### config.mk
export PLATFORM = sky130hd
export DESIGN_NAME = tsp_out_port
export DESIGN_NICKNAME = d
export VERILOG_FILES = /design/src/rtl/tsp_pkg.sv /design/src/rtl/tsp_counter.sv /design/src/rtl/tsp_match.sv /design/src/rtl/tsp_out_port.sv
export SDC_FILE = /design/constraint.sdc
export NUM_CORES = 1
export LEC_CHECK = 0
export ABC_AREA = 0
export BUFFER_PORTS_ARGS = -buffer_cell sky130_fd_sc_hd__buf_2
export CAP_MARGIN = 20
export CORE_ASPECT_RATIO = 1.75
export CORE_MARGIN = 3
export CORE_UTILIZATION = 51
export CTS_CLUSTER_SIZE = 14
export DETAILED_ROUTE_END_ITERATION = 8
export PLACE_DENSITY_LB_ADDON = 0.12
export SLEW_MARGIN = 20
export SYNTH_ARGS = -nofsm -noshare
export SYNTH_HDL_FRONTEND = slang
export SYNTH_HIERARCHICAL = 1
export SYNTH_SLANG_ARGS = --single-unit
export TNS_END_PERCENT = 10
### constraint.sdc
create_clock -name clk -period 2.2 [get_ports clk]
set_input_delay 0.33 -clock clk [delete_from_list [all_inputs] [get_ports clk]]
set_output_delay 0.33 -clock clk [all_outputs]
set_load 0.01 [all_outputs]
### src/rtl/tsp_pkg.sv
package tsp_pkg;

    // Kind of write request, as carried on wr_timed
    typedef enum logic {
        KIND_NOW = 1'b0,
        KIND_AT  = 1'b1
    } wr_kind_e;

endpackage

### src/rtl/tsp_counter.sv
// Free-running port counter: one step per port-clock enable, natural wrap.
module tsp_counter #(
    parameter int W = 16
) (
    input  logic         clk,
    input  logic         rst_n,
    input  logic         tick_i,
    output logic [W-1:0] cnt_o
);

    logic [W-1:0] cnt_d, cnt_q;

    always_comb begin
        cnt_d = cnt_q;
        if (tick_i) begin
            cnt_d = cnt_q + 1'b1;
        end
    end

    always_ff @(posedge clk) begin
        if (!rst_n) begin
            cnt_q <= '0;
        end else begin
            cnt_q <= cnt_d;
        end
    end

    assign cnt_o = cnt_q;

endmodule

### src/rtl/tsp_match.sv
// Equality compare of the port counter with a pending target time.
module tsp_match #(
    parameter int W = 16
) (
    input  logic         armed_i,
    input  logic         tick_i,
    input  logic [W-1:0] now_i,
    input  logic [W-1:0] at_i,
    output logic         hit_o
);

    assign hit_o = armed_i && tick_i && (now_i == at_i);

endmodule

### src/rtl/tsp_out_port.sv
// Single-pin output port with immediate and timestamp-scheduled writes.
module tsp_out_port
    import tsp_pkg::*;
#(
    parameter int CNT_W = 16
) (
    input  logic             clk,
    input  logic             rst_n,
    input  logic             port_tick,
    input  logic             wr_valid,
    output logic             wr_ready,
    input  logic             wr_value,
    input  logic [CNT_W-1:0] wr_time,
    input  logic             wr_timed,
    output logic             ts_valid,
    output logic [CNT_W-1:0] ts_time,
    output logic             pin_out
);

    typedef struct packed {
        logic             pend;   // a timed write is waiting
        logic             pval;   // its pin value
        logic [CNT_W-1:0] ptime;  // its target count
        logic             pin;    // driven pin level
        logic             tsv;    // timestamp pulse
        logic [CNT_W-1:0] tst;    // timestamp value
    } state_t;

    state_t st_d, st_q;

    logic [CNT_W-1:0] cnt_w;
    logic             fire_w;
    logic             pend_w;
    logic [CNT_W-1:0] ptime_w;
    logic             accept_w;

    assign pend_w  = st_q.pend;
    assign ptime_w = st_q.ptime;

    tsp_counter #(.W(CNT_W)) u_cnt (
        .clk    (clk),
        .rst_n  (rst_n),
        .tick_i (port_tick),
        .cnt_o  (cnt_w)
    );

    tsp_match #(.W(CNT_W)) u_match (
        .armed_i (pend_w),
        .tick_i  (port_tick),
        .now_i   (cnt_w),
        .at_i    (ptime_w),
        .hit_o   (fire_w)
    );

    assign accept_w = wr_valid && !pend_w;

    always_comb begin
        st_d     = st_q;
        st_d.tsv = 1'b0;
        if (fire_w) begin
            st_d.pin  = st_q.pval;
            st_d.pend = 1'b0;
            st_d.tsv  = 1'b1;
            st_d.tst  = st_q.ptime;
        end else if (accept_w) begin
            if (wr_kind_e'(wr_timed) == KIND_AT) begin
                st_d.pend  = 1'b1;
                st_d.pval  = wr_value;
                st_d.ptime = wr_time;
            end else begin
                st_d.pin = wr_value;
                st_d.tsv = 1'b1;
                st_d.tst = cnt_w;
            end
        end
    end

    always_ff @(posedge clk) begin
        if (!rst_n) begin
            st_q <= '0;
        end else begin
            st_q <= st_d;
        end
    end

    assign wr_ready = !pend_w;
    assign ts_valid = st_q.tsv;
    assign ts_time  = st_q.tst;
    assign pin_out  = st_q.pin;

endmodule

After elaboration in Yosys (flattened, before gate mapping)

Cells that the tools add are included.
W data, S select, Z words.

Flip-flop bits (word level): 52
Output and inout bits: 19
Logic and storage cells: 24

Add/sub/neg operators: 1
Equal/unequal tests: 2
Multiplexer cells: 3
Bitwise logic cells: 2
Reduce and logical (&&, ||, !) cells: 9

Operators by type and width:

| kind                    | count |
|---|---|
| $mux W18                | 3 |
| $add A16 B1 Y16 const B | 1 |
| $eq A16 B16 Y1          | 1 |
| $reduce_and A2 Y1       | 2 |
| $logic_and A1 B1 Y1     | 3 |
| $reduce_and A3 Y1       | 1 |
| $ne A2 B1 Y1 const B    | 1 |
| $not A1 Y1              | 2 |
| $reduce_bool A2 Y1      | 1 |
| $reduce_or A2 Y1        | 1 |
| $logic_not A1 Y1        | 1 |

Longest topological paths before layout

Gate-level depths: netlist of the first run.

Depth in word-level cells: 4
Mapped depth: 10
Gate-level depth less buffers: 7

By module

The synthesis of the first run kept the hierarchy.

Modules (own cells, without submodules):

| module       | instances | cells an instance | area an instance (µm²) | seq. area each (µm²) |
|---|---|---|---|---|
| tsp_out_port | 1         | 177               | 1,680.4                | 720.7 |
| tsp_counter  | 1         | 83                | 744.5                  | 320.3 |
| tsp_match    | 1         | 22                | 183.9                  | 0.0 |

Worst setup path after synthesis of the first run

No wires, ideal clock.

Kind: reg2reg
From: reg u_cnt.cnt_q[2], in the netlist u_cnt/cnt_o[2]
To: reg st_q (netlist bit ts_time[10])
Arrival: 2.187 ns
Setup slack: -0.103 ns
Cell stages (with the launch flop): 10
Buffers on the path: 2
Cell sequence: dfxtp_1 > xnor2_1 > nand4_1 > or4_1 > nor4_2 > buf_2 > buf_4 > mux2i_1 > o21ai_0 > o211a_1

Word-level cells in the longest chain between the ends: 4
Elaborated cells on any way between the ends: 6

RTL lines:

| element                                                             | RTL line           | source |
|---|---|---|
| start, declared                                                     | tsp_counter.sv:11  | `logic [W-1:0] cnt_d, cnt_q;` |
| start signal, assigned                                              | tsp_counter.sv:24  | `cnt_q <= cnt_d;` |
| $eq A16 B16 Y1 (*)                                                  | tsp_match.sv:12    | `assign hit_o = armed_i && tick_i && (now_i == at_i);` |
| $logic_and A1 B1 Y1 (*)                                             | tsp_match.sv:12    |  |
| net fire_w                                                          | tsp_out_port.sv:32 | `logic fire_w;` |
| $ne A2 B1 Y1 (no line) / $reduce_bool A2 Y1 (equally long branches) | -                  |  |
| $reduce_and A2 Y1 (no line)                                         | -                  |  |
| end signal, assigned                                                | tsp_out_port.sv:82 | `st_q <= st_d;` |
| end, declared                                                       | tsp_out_port.sv:29 | `state_t st_d, st_q;` |

Mark *: on every way through the listed nets, which the timed path passes. The rest lies on a longest branch.
A chain may end at the register's enable or synchronous reset.

Final worst setup path of the first run

From: reg u_cnt.cnt_q[8], in the netlist u_cnt/cnt_o[8]
To: reg st_q (netlist bit ts_time[5])

Same word-level chain as after synthesis.

==> results.yml, run 1 <==
setup_path:
  crit_arrival_ps: 2520
  critical_path_class: "reg2reg"
  endpoint_kind: "register"
  critPathMaxFanout: 4
  reg2reg_depth: 10
  startpoint_type: "register"
  worstPathRequired_ps: 2410
floorplan:
  die_w_um: 60.1
  ioPinCount: 41
  dieHeight_um: 101
  dieArea_um2: 6040
  start_util_pct: 54.0
  core_area_um2: 4830
  fp-row-count: 33
pwr:
  peakVddDrop_mv: 0.540
  pwr_density_cell_nw_per_um2: 572
  power.leakage_uw: 0.00145
sta:
  fin_skew_ps: 10.6
  period_needed_ps: 2310
  worst_slew_pin_slew_ps: 619
  maxSlewHeadroom_pct: 58.7
  finalSetupViolations: 28
  hold_viol: 0
  tns_ps: -1260
  rsz0062_at_grt: "yes"
  layout_setup_ws_ps: -107
  slew_violations: 0
  period_share_pct: 105
  max_freq_mhz: 433
cts:
  htree_num_levels: 2
  clk_pin_slew_ps: 90
  cts_tree: "yes"
  root_buffer: "clkbuf_8"
  cts_sinks: 52
  hold_buffers: 0
  ctsLongestPathBuffers: 2
  cts_made_buffers: 5
  worstSkewPairLatency_ps: 310
layout:
  syn2layout_area_growth_pct: 22.9
  final_cells: 396
  antenna_cells: 0
  drive_gt1_share_pct: 34.3
  fin_util_pct: 66.4
  fin_nets: 367
  fillCellCount: 409
route:
  vias_per_cell: 5.42
  drtIter0Drc: 63
  vias: 2145
  dr.pass1.iters: 4
  drc_errors: 0
  wl_per_cell_um: 16.2
  drtAntennaViolNets: 0
  finalWirelength_mm: 6.42
synthesis:
  ys_seq_area_share_pct: 39.9
  yosys-top-cells-area: "dfxtp_1, mux2i_1, o211a_1"
  syn-cell-area_um2: 2610
  syn_avg_cell_area_um2: 9.25
  synthFlopType: "dfxtp_1"
  netlist_instances: 282
  synth_most_common_cell: "dfxtp_1"
  netlist.area_leader.share_pct: 39.9
  synthTopCellsByCount: "dfxtp_1, nand2_1, mux2i_1"
  synth_cell_types: 39
  ys_ff_latch: 52
  synthArstFlopShare_pct: 0
  synth_top_area_cell: "dfxtp_1"
  syn-num-nets: 305
  yosys_warnings: 6
  synth_edf_count: 0
outcome:
  status: "finished with violations"
  violations: "negative setup slack"
grt:
  antenna_found_initial: 0
  grt_pass1_wl_mm: 10.3
  grt-ovfl-total: 0
  grt_pass1_vias: 2216
  grt.total_usage_pct: 23.1
  grt_max_degree: 43
placement:
  post-dp-hpwl_mm: 4.98
  gp_congestion: 0.915
  dp.cells: 386
  io_buffers: 40
worst_hold_path:
  hold_path_class: "in2reg"
  worst_hold_path.num_cells: 3
job:
  maxCapViolCount: 0
## metal layers
metal | global-route usage (%) | part of all wire (%) | vias up
met1 | 23.7 | 37 | 1005
met3 | 2.82 | 3.2 | 15
met2 | 41.8 | 55 | 45
met5 | 0 | 0 | -
met4 | 14.5 | 4.0 | 0
li1 | - | - | 1080
## report_power, final
group          internal (µW)  switching (µW)  total, µW  leakage, µW
clock network            217             311        528    0.0000410
registers                988            29.6       1020     0.000428
logic                    146             143        288     0.000982
total                   1350             483       1830      0.00145
## through the flow
step / power (µW) / hold WS, ps / cell area [µm²] / setup WS [ps]
2_1_floorplan: 1220 / 435 / 2610 / 9.90
3_3_place_gp: 1310 / 446 / 3020 / -139
3_5_place_dp: 1310 / 454 / 3020 / -145
4_1_cts: 1840 / 238 / 3160 / -64.5
5_1_grt: 1910 / 250 / 3210 / -217
6_report: 1830 / 240 / 3210 / -107
## worst max-delay path: stages, from the launching register on
cell and delay (ps):
dfxtp_1 340, xnor2_1 210, nand4_1 140, or4_4 510, nor4_4 180, buf_4 180
buf_4 120, buf_4 100, mux2i_1 180, o21ai_1 90, o211a_1 140
## sequential cells by signal, indices dropped and copies added (netlist names)
signal,flops
ts_valid,1
pin_out,1
u_cnt/cnt_o,16
pend_w,1
ptime_w,16
st_q,1
ts_time,16
## layout make-up
class	instances	area (µm²)	share of cell area [%]
repair buffers	88	592	18.5
clock inverters	1	5.00	0.156
flip-flops and latches	52	1050	32.9
well taps	52	65.1	2.03
clock buffers	6	72.6	2.26
multi-input cells	192	1400	43.6
inverters	5	18.8	0.585
## timing repair
action	4_1_cts	5_1_grt
pin swaps	1	4
buffers inserted	3	0
resized for setup	16	11
setup endpoints to repair	30	35
## path summary, 6_finish.rpt
check                 startpoint  slack [ps]         end
setup / recovery  u_cnt/cnt_o[8]        -110  ts_time[5]
hold / removal        wr_time[7]         240  ptime_w[7]
setup reg to reg  u_cnt/cnt_o[8]        -110  ts_time[5]
hold reg to reg         st_q[34]         470    st_q[34]
## layout by cell type, fill, tap and decap left out, types with 7 or more instances in the layout
| cell type | n |
|---|---|
| nand2_1 | 44 |
| dfxtp_1 | 44 |
| buf_4 | 42 |
| buf_2 | 40 |
| mux2i_1 | 19 |
| o211a_1 | 17 |
| xnor2_1 | 13 |
| o21ai_0 | 12 |
| nor2_1 | 12 |
| a21boi_1 | 10 |
| a21boi_0 | 7 |
| dfxtp_2 | 7 |
| xor2_1 | 7 |
## logic make-up after synthesis
| group | synth area share [%] |
|---|---|
| AND/OR/NAND/NOR | 18.1 |
| XOR/XNOR | 8.73 |
| adder cells (fa/ha/maj) | 0.480 |
| buffers and inverters | 8.97 |
| multiplexers | 8.06 |
| flip-flops | 39.9 |
| AO/OA/AOI/OAI | 15.8 |
Note: power is estimated with default switching activity, not from simulation.
==> inputs of run 2 (changes only) <==
--- a/config.mk
+++ b/config.mk
@@ -10,10 +10,11 @@
 export CAP_MARGIN = 20
 export CORE_ASPECT_RATIO = 1.75
 export CORE_MARGIN = 3
-export CORE_UTILIZATION = 51
+export CORE_UTILIZATION = 56
 export CTS_CLUSTER_SIZE = 14
 export DETAILED_ROUTE_END_ITERATION = 8
 export PLACE_DENSITY_LB_ADDON = 0.12
+export RECOVER_POWER = 25
 export SLEW_MARGIN = 20
 export SYNTH_ARGS = -nofsm -noshare
 export SYNTH_HDL_FRONTEND = slang
==> constraint.sdc (replaced) <==
create_clock -name clk -period 2.33 [get_ports clk]
set_input_delay 0.3495 -clock clk [delete_from_list [all_inputs] [get_ports clk]]
set_output_delay 0.3495 -clock clk [all_outputs]
set_load 0.01 [all_outputs]
==> run 2 against run 1 <==
Against the previous run: the flow still finishes with violations (negative setup slack); worst hold slack improved by 21 ps; cell area decreased by 2.1%; non-clock buffer count decreased by 13; maximum frequency decreased by 1.5%; power increased by 1.1%; first-iteration DRC count increased by 14%; highest routed layer unchanged; cell count decreased by 3.3%; wire length decreased by 4.1%.
==> results.yml, run 2 (synthesis results as in run 1) <==
floorplan:
  core_area_um2: 4440
  dieHeight_um: 96.3
  die_w_um: 57.6
  dieArea_um2: 5550
  ioPinCount: 41
  start_util_pct: 58.7
  fp-row-count: 32
route:
  dr.pass1.iters: 4
  drc_errors: 0
  drtIter0Drc: 72
  finalWirelength_mm: 6.15
  wl_per_cell_um: 16.1
  vias: 2095
  drtAntennaViolNets: 0
  vias_per_cell: 5.47
setup_path:
  endpoint_kind: "register"
  worstPathRequired_ps: 2530
  critPathMaxFanout: 7
  regToRegSetupSlack_ps: -10
  crit_arrival_ps: 2550
  startpoint_type: "register"
  critical_path_class: "reg2reg"
pwr:
  power.leakage_uw: 0.00136
  pwr_density_cell_nw_per_um2: 591
  finalPower_uw: 1850
  peakVddDrop_mv: 0.514
sta:
  period_needed_ps: 2340
  fin_skew_ps: 7.89
  finalSetupViolations: 3
  rsz0062_at_grt: "yes"
  period_share_pct: 101
  max_freq_mhz: 427
  layout_setup_ws_ps: -13.0
  slew_violations: 0
  maxSlewHeadroom_pct: 71.3
  hold_viol: 0
  worst_slew_pin_slew_ps: 429
worst_hold_path:
  hold_path_class: "in2reg"
layout:
  fin_nets: 354
  antenna_cells: 0
  stdcell_area_um2: 3140
  drive_gt1_share_pct: 30.4
  layout_common_cells: "nand2_1, dfxtp_1, buf_2, buf_4, mux2i_1"
  syn2layout_area_growth_pct: 20.2
  layout_commonest_cell: "nand2_1"
placement:
  place_ws_ps: -78.0
  io_buffers: 40
  place_area_um2: 2910
  gp_congestion: 0.848
  post-dp-hpwl_mm: 4.49
cts:
  root_buffer: "clkbuf_8"
  worstSkewPairLatency_ps: 310
  ctsLongestPathBuffers: 2
  cts_made_buffers: 5
  cts_tree: "yes"
  htree_num_levels: 2
  clk_pin_slew_ps: 100
  cts_sinks: 52
  hold_buffers: 0
grt:
  grt_pass1_wl_mm: 9.48
  grt_pass1_vias: 2038
  grt_max_degree: 43
  grt-ovfl-total: 0
  grt.total_usage_pct: 22.7
  antenna_found_initial: 0
job:
  maxCapViolCount: 0
outcome:
  violations: "negative setup slack"
  status: "finished with violations"
[run 2: critical path, stage by stage (launching register included)]
cell and delay (ps):
dfxtp_2 350, xnor2_2 190, nand4_1 130, or4_4 540, nor4_4 210, buf_4 210
buf_8 140, mux2i_1 220, o21ai_0 110, o211a_1 140
[run 2: what timing repair did]
| item | CTS | global route |
|---|---|---|
| buffers inserted | 3 | 1 |
| gates resized for setup | 28 | 9 |
| cloned | 0 | 0 |
| pin swaps | 7 | 4 |
| setup endpoints to repair | 22 | 35 |
[run 2: metal layers]
metal,global-route usage (%),vias up,wire (µm)
li1,-,1054,-
met1,23.8,957,2270
met2,42.7,68,3390
met3,2.95,16,279
met4,11.8,0,206
met5,0,-,0
[run 2: stage by stage]
step	std cells	hold WS (ps)	util (%)	setup TNS, ps
2_1_floorplan	282	435	-	0
3_3_place_gp	371	443	65.5	-355
3_5_place_dp	371	462	65.5	-639
4_1_cts	382	261	70.5	0
5_1_grt	383	264	70.6	-1130
6_report	383	261	70.6	-19.5
[run 2: path summary, 6_finish.rpt]
| check | start | end | depth (start not counted) |
|---|---|---|---|
| min reg2reg | st_q[34] | st_q[34] | 2 |
| max | ptime_w[8] | ts_time[0] | 9 |
| min | wr_time[7] | ptime_w[7] | 3 |
| max reg2reg | ptime_w[8] | ts_time[0] | 9 |
[run 2: power by group]
part / total [µW] / leakage, µW / switching [µW] / internal (µW)
Sequential: 961 / 0.000429 / 29.5 / 932
Clock: 639 / 0.0000548 / 315 / 324
Combinational: 253 / 0.000877 / 129 / 124
[run 2: final cells by class]
class / instances / area (µm²)
Fill cell: 366 / 1310
Multi-Input combinational cell: 192 / 1400
Tap cell: 51 / 63.8
Clock buffer: 5 / 68.8
Inverter: 5 / 18.8
Timing Repair Buffer: 75 / 483
Sequential cell: 52 / 1060
Clock inverter: 3 / 46.3
==> inputs of run 3 (changes only) <==
--- a/config.mk
+++ b/config.mk
@@ -6,13 +6,13 @@
 export NUM_CORES = 1
 export LEC_CHECK = 0
 export ABC_AREA = 0
-export BUFFER_PORTS_ARGS = -buffer_cell sky130_fd_sc_hd__buf_2
 export CAP_MARGIN = 20
 export CORE_ASPECT_RATIO = 1.75
 export CORE_MARGIN = 3
-export CORE_UTILIZATION = 56
+export CORE_UTILIZATION = 60
 export CTS_CLUSTER_SIZE = 14
 export DETAILED_ROUTE_END_ITERATION = 8
+export DONT_BUFFER_PORTS = 1
 export PLACE_DENSITY_LB_ADDON = 0.12
 export RECOVER_POWER = 25
 export SLEW_MARGIN = 20
==> constraint.sdc (replaced) <==
create_clock -name clk -period 2.9 [get_ports clk]
set_input_delay 0.435 -clock clk [delete_from_list [all_inputs] [get_ports clk]]
set_output_delay 0.435 -clock clk [all_outputs]
set_load 0.01 [all_outputs]
==> run 3 against run 2 <==
Against the previous run: the run now ends clean; count of clock-buffer cells in the layout is 2 higher; worst hold slack lost 8.5 ps; register-to-register slack improved by 460 ps; utilization shrank 7.2 points; combinational power shrank 53%; sequential power down 18%; global-route usage fell by 1.9 points; cell count is 17% lower; critical path type unchanged; critical endpoint is now ptime_w[5].
==> results.yml, run 3 (synthesis results as in run 1) <==
outcome:
  status: "finished, final reports clean"
layout:
  drive_gt1_share_pct: 8.92
  antenna_cells: 0
  layout_common_cells: "dfxtp_1, nand2_1, mux2i_1, xnor2_1, o21ai_0"
  layout_commonest_cell: "dfxtp_1"
  fin_nets: 291
  syn2layout_area_growth_pct: 0.767
sta:
  slew_violations: 0
  max_freq_mhz: 407
  rsz0062_at_grt: "no"
  period_share_pct: 84.8
  hold_viol: 0
  worst_slew_pin_slew_ps: 610
  fin_skew_ps: 13.7
  period_needed_ps: 2460
  finalSetupViolations: 0
  tns_ps: 0
  maxSlewHeadroom_pct: 59.3
setup_path:
  critical_path_class: "reg2reg"
  regToRegSetupSlack_ps: 440
  critPathMaxFanout: 17
  startpoint_type: "register"
  max_stage_delay_ps: 580
  crit_arrival_ps: 2650
  reg2reg_depth: 8
  cp_cell_sequence: "xnor2_1 > nand4_1 > or4_1 > nor4_4 > buf_4 > and4bb_1 > nand2_1 > a21boi_0"
  endpoint_kind: "register"
  r2r_start: "u_cnt/cnt_o[7]"
  cp_slowest_cell: "or4_1"
  worstPathRequired_ps: 3090
  timing.rr.end: "ptime_w[5]"
placement:
  post-dp-hpwl_mm: 3.87
  io_buffers: 0
  gp_congestion: 0.864
cts:
  cts_resized: 0
  worstSkewPairLatency_ps: 310
  postCtsSetupBuffers: 0
  hold_buffers: 0
  cts_sinks: 52
  cts_tree: "yes"
  cts_made_buffers: 5
  clk_pin_slew_ps: 90
  ctsLongestPathBuffers: 2
  htree_num_levels: 2
  root_buffer: "clkbuf_8"
floorplan:
  dieHeight_um: 93.2
  fp-row-count: 31
  dieArea_um2: 5210
  ioPinCount: 41
  core_area_um2: 4150
  start_util_pct: 62.9
  die_w_um: 55.8
pwr:
  finalPower_uw: 1330
  power.leakage_uw: 0.00105
  peakVddDrop_mv: 0.395
  pwr_density_cell_nw_per_um2: 506
route:
  vias: 1838
  wl_per_cell_um: 16.5
  finalWirelength_mm: 5.26
  dr.pass1.iters: 4
  vias_per_cell: 5.78
  drtAntennaViolNets: 0
  drtIter0Drc: 60
  drc_errors: 0
grt:
  grt_pass1_vias: 1771
  grt_pass1_wl_mm: 8.54
  grt_max_degree: 44
  grt-ovfl-total: 0
  antenna_found_initial: 0
  grt.total_usage_pct: 20.8
worst_hold_path:
  holdPathEnd: "ptime_w[11]"
  hold_path_class: "in2reg"
  min-delay-start: "wr_time[11]"
  worst_hold_path.num_cells: 2
job:
  maxCapViolCount: 0
[run 3: cell count changes in the layout (fill, tap and decap cells not counted), sizes merged]
cell    change
bufinv      -1
buf        -57
clkbuf      -4
inv         -1
[run 3: critical path: cells and delay by family, from the launching register on]
family,cells,cell delay (ps)
AOI/OAI and AO/OA,1,90
xor gates and xnor gates,1,150
buffers and inverters,1,220
DFF,1,440
and+or+nand+nor,5,1460
[run 3: through the flow]
step	hold slack [ps]	instances	worst slack, ps	util [%]	instance area [µm²]
floorplan	435	282	597	-	2610
finish	252	318	442	63.3	2630
global placement	442	310	466	61.5	2550
CTS	247	318	382	63.8	2650
detailed placement	453	310	400	61.5	2550
global route	244	318	207	63.3	2630
[run 3: how the worst max path moves through the flow]
stage | from | endpoint | slack [ps]
4_1_cts | u_cnt/cnt_o[2] | ptime_w[3] | 380
5_1_grt | u_cnt/cnt_o[7] | ptime_w[14] | 210
2_1_floorplan | u_cnt/cnt_o[2] | ts_time[10] | 600
3_3_place_gp | u_cnt/cnt_o[2] | ptime_w[0] | 470
3_5_place_dp | u_cnt/cnt_o[2] | ptime_w[5] | 400
6_report | u_cnt/cnt_o[7] | ptime_w[5] | 440
[run 3: power by group]
group          total, µW  internal, µW  leakage [µW]  switching, µW
registers            788           749      0.000424           38.6
clock network        423           194     0.0000445            229
logic                118          59.1      0.000578           59.3
[run 3: metal layers]
layer  share of wire [%]  up-vias  track usage, %  wire length, µm
li1                    -      926               -                -
met1                  40      857            23.1             2100
met2                  53       44            37.5             2800
met3                 4.1       11            4.70              216
met4                 2.7        0            8.91              144
met5                   0        -               0                0
[run 3: final cells by class]
type / instances / area (µm²)
flip-flops and latches: 52 / 1040
inverters: 5 / 18.8
fillers: 371 / 1520
clock inverters: 1 / 7.51
well taps: 49 / 61.3
clock buffers: 7 / 86.3
multi-input cells: 192 / 1330
repair buffers: 12 / 86.3
